<file path="src/rtl/crf_nibble_packer.sv">
module crf_nibble_packer #(
  parameter int NFIELD = 64,
  parameter int NREG   = 32,
  parameter int VL_MAX = 64
) (
  input  logic        clk,
  input  logic        rst_n,
  input  logic        start,
  input  logic [6:0]  elem_count,
  input  logic        src_step,
  input  logic        dst_vector,
  input  logic        chain_mode,
  input  logic [1:0]  ew_code,
  input  logic [5:0]  fld_base,
  input  logic [4:0]  dst_base,
  input  logic [3:0]  care,
  input  logic [3:0]  pattern,
  output logic [5:0]  cr_addr,
  input  logic [3:0]  cr_data,
  output logic [4:0]  reg_addr,
  input  logic [63:0] reg_rdata,
  output logic        reg_we,
  output logic [63:0] reg_wdata,
  output logic        busy,
  output logic        done,
  output logic        err
);
  localparam int FW = $clog2(NFIELD);
  localparam int RW = $clog2(NREG);
  localparam int CW = $clog2(VL_MAX + 1);
  localparam int SCALAR_MAX = 16;

  logic [CW-1:0] cnt_q, idx_q;
  logic [FW-1:0] fld_q;
  logic [RW-1:0] dst_q;
  logic [3:0]    care_q, pat_q;
  logic [1:0]    ew_q;
  logic          step_q, vec_q, chain_q;
  logic          busy_q, done_q, err_q;

  logic          accept, bad_len, last;
  logic [1:0]    lg;
  logic [CW-1:0] reg_off;
  logic [3:0]    slot;
  logic [5:0]    shamt;
  logic [3:0]    nib;

  assign accept  = start && !busy_q;
  assign bad_len = !dst_vector && (CW'(elem_count) > CW'(SCALAR_MAX));
  assign last    = (idx_q == cnt_q - CW'(1)) || (!vec_q && !chain_q);

  always_comb begin
    case (ew_q)
      2'b01:   lg = 2'd1;
      2'b10:   lg = 2'd2;
      2'b11:   lg = 2'd3;
      default: lg = 2'd0;
    endcase
  end

  assign reg_off = vec_q ? (idx_q >> ((lg == 2'd0) ? 3'd4 : {1'b0, lg})) : '0;
  assign slot    = vec_q ? (idx_q[3:0] & ((lg == 2'd0) ? 4'hF : ((4'd1 << lg) - 4'd1)))
                         : idx_q[3:0];
  assign shamt   = {slot, 2'b00};
  assign nib     = (~pat_q ^ cr_data) & care_q;

  assign cr_addr   = step_q ? (fld_q + FW'(idx_q)) : fld_q;
  assign reg_addr  = dst_q + RW'(reg_off);
  assign reg_we    = busy_q;
  assign reg_wdata = (reg_rdata & ~(64'hF << shamt)) | ({60'd0, nib} << shamt);
  assign busy      = busy_q;
  assign done      = done_q;
  assign err       = err_q;

  always_ff @(posedge clk) begin
    if (!rst_n) begin
      busy_q <= 1'b0;
      done_q <= 1'b0;
      err_q  <= 1'b0;
      idx_q  <= '0;
      cnt_q  <= '0;
      fld_q  <= '0;
      dst_q  <= '0;
      care_q <= '0;
      pat_q  <= '0;
      ew_q   <= '0;
      step_q <= 1'b0;
      vec_q  <= 1'b0;
      chain_q <= 1'b0;
    end else begin
      done_q <= 1'b0;
      err_q  <= 1'b0;
      if (accept) begin
        if (bad_len || elem_count == 7'd0) begin
          done_q <= 1'b1;
          err_q  <= bad_len;
        end else begin
          busy_q  <= 1'b1;
          idx_q   <= '0;
          cnt_q   <= CW'(elem_count);
          fld_q   <= FW'(fld_base);
          dst_q   <= RW'(dst_base);
          care_q  <= care;
          pat_q   <= pattern;
          ew_q    <= ew_code;
          step_q  <= src_step;
          vec_q   <= dst_vector;
          chain_q <= chain_mode;
        end
      end else if (busy_q) begin
        if (last) begin
          busy_q <= 1'b0;
          done_q <= 1'b1;
        end else begin
          idx_q <= idx_q + CW'(1);
        end
      end
    end
  end
endmodule

</file>
<file path="config.mk">
export PLATFORM = sky130hd
export DESIGN_NAME = crf_nibble_packer
export DESIGN_NICKNAME = d
export VERILOG_FILES = /design/src/rtl/crf_nibble_packer.sv
export SDC_FILE = /design/constraint.sdc
export NUM_CORES = 1
export LEC_CHECK = 0
export BUFFER_PORTS_ARGS = -buffer_cell sky130_fd_sc_hd__buf_2
export CORE_MARGIN = 3
export CORE_UTILIZATION = 51
export DETAILED_ROUTE_END_ITERATION = 6
export HOLD_SLACK_MARGIN = 0.02
export PLACE_DENSITY = 0.95
export REMOVE_ABC_BUFFERS = 1
export SETUP_SLACK_MARGIN = 0.4
export SLEW_MARGIN = 20
export SYNTH_ARGS = -nofsm -noshare
export SYNTH_HDL_FRONTEND = slang
export SYNTH_SLANG_ARGS = --single-unit
</file>
<file path="constraint.sdc">
create_clock -name clk -period 4.6 [get_ports clk]
set_input_delay 0.23 -clock clk [delete_from_list [all_inputs] [get_ports clk]]
set_output_delay 0.23 -clock clk [all_outputs]
set_load 0.01 [all_outputs]
</file>
==> impl_results.md <==
* Non-Filler Instances at 645
* Post-cts sizing count at 0
* Initial antenna violation count at 0
* Worst-path fanout max at 9
* HPWL Detailed at 8420 µm
* Worst Skew at 0.00791 ns
* Final #Nets at 668
* Hold_buf cts at 0
* DR pass1 iterations at 4
* CTS tree: yes
* First-pass GRT wire length at 17,100 µm
* CTS Sinks at 41
* H-tree levels at 2
* Max-slew violations at 0
* Routed wire per std cell at 16.5 µm
* Area grow syn2layout at 27.6%
* Final Critical Period at 3.58 ns
* Initial core utilization at 52.9%
* Outcome: finished clean
* P per Cell Area at 194 mW/mm²
* IO Pins at 181
* Routability cong. at 0.893
* Post-route antenna net violation count at 0
* Clock Latency Late Sink at 0.30 ns
* Max VDD drop at 229 µV
* Pin count of the biggest net entering global routing at 49
* Mapped cell area at 0.00362 mm²
* Synth Register Bits at 41
* F_max at 279 MHz
* Site row count at 30
* # Post-CTS Setup Buffers at 0
* Synth async-reset ratio at 0%
* P_leak at 2.17 nW
* Remaining Overflow, GRT at 0
* Maxcap violations at 0
* Core Area at 0.00683 mm²
* Post-synth EDFFs at 0
* Detailed-route wire length at 10,600 µm
* Synth Warn # at 0
* Worst-Margin Slew at 0.789 ns
* Quantity of I/O buffers inserted on ports at 180
* Max_slew headroom at 47.2%
* TNS Setup at 0 ns
* Primary FF master, synth: dfxtp_1
* Die span in y at 90.2 µm
* Cells after Synth at 383
* Final setup violation count at 0
* # DRC at 0
* Chip width at 90.2 µm
* CP Data Required Time at 4.37 ns
* Share of cells above drive strength 1 at 38.3%
* Die Area at 0.00814 mm²
* Crit path kind: flip-flop to output pin
* Unrepaired setup endpoints after global routing: no
* Tcrit/Tclk final at 77.8%
* Register area share after synthesis at 22.7%
* Worst min path class: input pin to flip-flop
* CP endpoint kind: output pin
* Startpoint types: flip-flop
* Hold Fails Final Rpt at 0
* Initial drt markers at 127
* CTS root buf: clkbuf_8
* Vias in the first global route at 3,465
* Total number of vias at 3,449
* Gr usage total at 25.2%
* CTS buffer count at 5
* Syn Area/Cell at 9.44 µm²
* Library cells used by synthesis at 54
* Worst-case clock buffer depth at 2
* Cells after DPL at 637
* Post-DR vias/cell at 5.35
* Signal arrival time at the worst endpoint at 3.35 ns
* Ant. Diodes at 0
* Clk slew on worst S/H paths at 0.09 ns
cell usage in the layout, fill, tap and decap left out, types with 5 or more instances in the layout:
cell type | Yosys | layout
a21o_1 | 7 | 7
a21oi_1 | 7 | 7
xnor2_1 | 15 | 15
ha_1 | 16 | 16
a211oi_1 | 7 | 7
nand3b_1 | 7 | 7
dfxtp_1 | 41 | 41
xor2_1 | 5 | 5
clkbuf_8 | 0 | 5
nor2_1 | 24 | 24
nand2_1 | 12 | 12
buf_2 | 5 | 180
mux2_2 | 8 | 8
mux2_1 | 61 | 61
mux2i_1 | 43 | 43
nand4_1 | 5 | 5
inv_1 | 16 | 16
nor2b_1 | 32 | 32
flip-flops by register name, summed over array words and instances (netlist names):
| register | cells |
|---|---|
| care_q | 4 |
| err | 1 |
| pat_q | 4 |
| fld_q | 6 |
| dst_q | 5 |
| done | 1 |
| busy | 1 |
| chain_q | 1 |
| idx_q | 7 |
| vec_q | 1 |
| ew_q | 2 |
| step_q | 1 |
| cnt_q | 7 |
kinds of logic (layout without fill, tap and decap cells):
group / Yosys count / count (layout) / synth area share (%)
simple gates: 109 / 109 / 17.6
buf+inv: 40 / 206 / 5.16
flops: 41 / 41 / 22.7
xor+xnor: 20 / 20 / 4.84
fa+ha+maj: 18 / 18 / 6.64
compound gates: 42 / 42 / 9.07
mux: 113 / 113 / 34.0
final timing paths:
| path | from | end | slack, ns | cells after the start |
|---|---|---|---|---|
| worst max-delay path | ew_q[0] | reg_addr[4] | 1.02 | 15 |
| worst min-delay path | fld_base[5] | fld_q[5] | 0.18 | 3 |
| worst max register to register | busy | dst_q[2] | 2.45 | 4 |
| worst min register to register | care_q[2] | care_q[2] | 0.53 | 2 |
critical path, stage by stage, from the launching register on:
cell and delay [ns]:
dfxtp_1 0.39, inv_1 0.09, ha_1 0.31, nor2_1 0.24, mux4_2 0.52, mux2i_1 0.14, nor2_1 0.06, ha_1 0.19
inv_1 0.07, fa_1 0.20, inv_1 0.05, a21o_1 0.14, a21oi_1 0.16, xor2_1 0.20, xnor2_1 0.14, buf_2 0.15
cells in the mapped netlist, types with 3 or more instances:
cell type / number / share of area (%)
xor2_1: 5 / 1.2
a21oi_1: 7 / 0.97
nor3_1: 3 / 0.42
or3b_2: 3 / 0.73
nand3_1: 3 / 0.42
xnor2_1: 15 / 3.6
nand2b_1: 4 / 0.69
clkbuf_1: 12 / 1.2
nand4_1: 5 / 0.87
a21o_1: 7 / 1.5
nor2_1: 24 / 2.5
nor2b_1: 32 / 5.5
buf_2: 5 / 0.69
nand2_1: 12 / 1.2
nand3b_1: 7 / 1.5
dfxtp_1: 41 / 23
and2_1: 4 / 0.69
mux2_1: 61 / 19
mux2i_1: 43 / 12
ha_1: 16 / 5.5
a211oi_1: 7 / 1.5
inv_1: 16 / 1.7
buf_6: 3 / 0.93
mux2_2: 8 / 2.5
stage by stage:
step | util, % | instance area [µm²] | setup WS, ns | hold slack, ns | power, mW
floorplan | - | 3490 | 1.64 | 0.348 | 0.540
global placement | 66.2 | 4520 | 1.44 | 0.485 | 0.641
detailed placement | 66.2 | 4520 | 1.33 | 0.495 | 0.651
CTS | 67.6 | 4620 | 0.999 | 0.178 | 0.902
global route | 67.6 | 4620 | 0.711 | 0.201 | 0.938
finish | 67.6 | 4620 | 1.02 | 0.183 | 0.894
layout make-up:
class,instances,area [µm²]
multi-input combinational,302,2610
clock buffer,5,68.8
tap,96,120
timing repair buffer,181,908
clock inverter,3,25.0
fill,588,2220
inverter,17,63.8
sequential,41,821
report_power, final:
group	internal (mW)	switching, mW
logic	0.129	0.126
registers	0.372	0.0167
clock network	0.110	0.141
routing by layer:
layer | wire length [µm] | up-vias | GRT usage, %
met1 | 4290 | 1616 | 28.8
li1 | - | 1689 | -
met4 | 321 | 0 | 8.16
met5 | 0 | - | 0
met3 | 521 | 27 | 4.02
met2 | 5490 | 117 | 47.2
(Power assumes the default switching activity.)
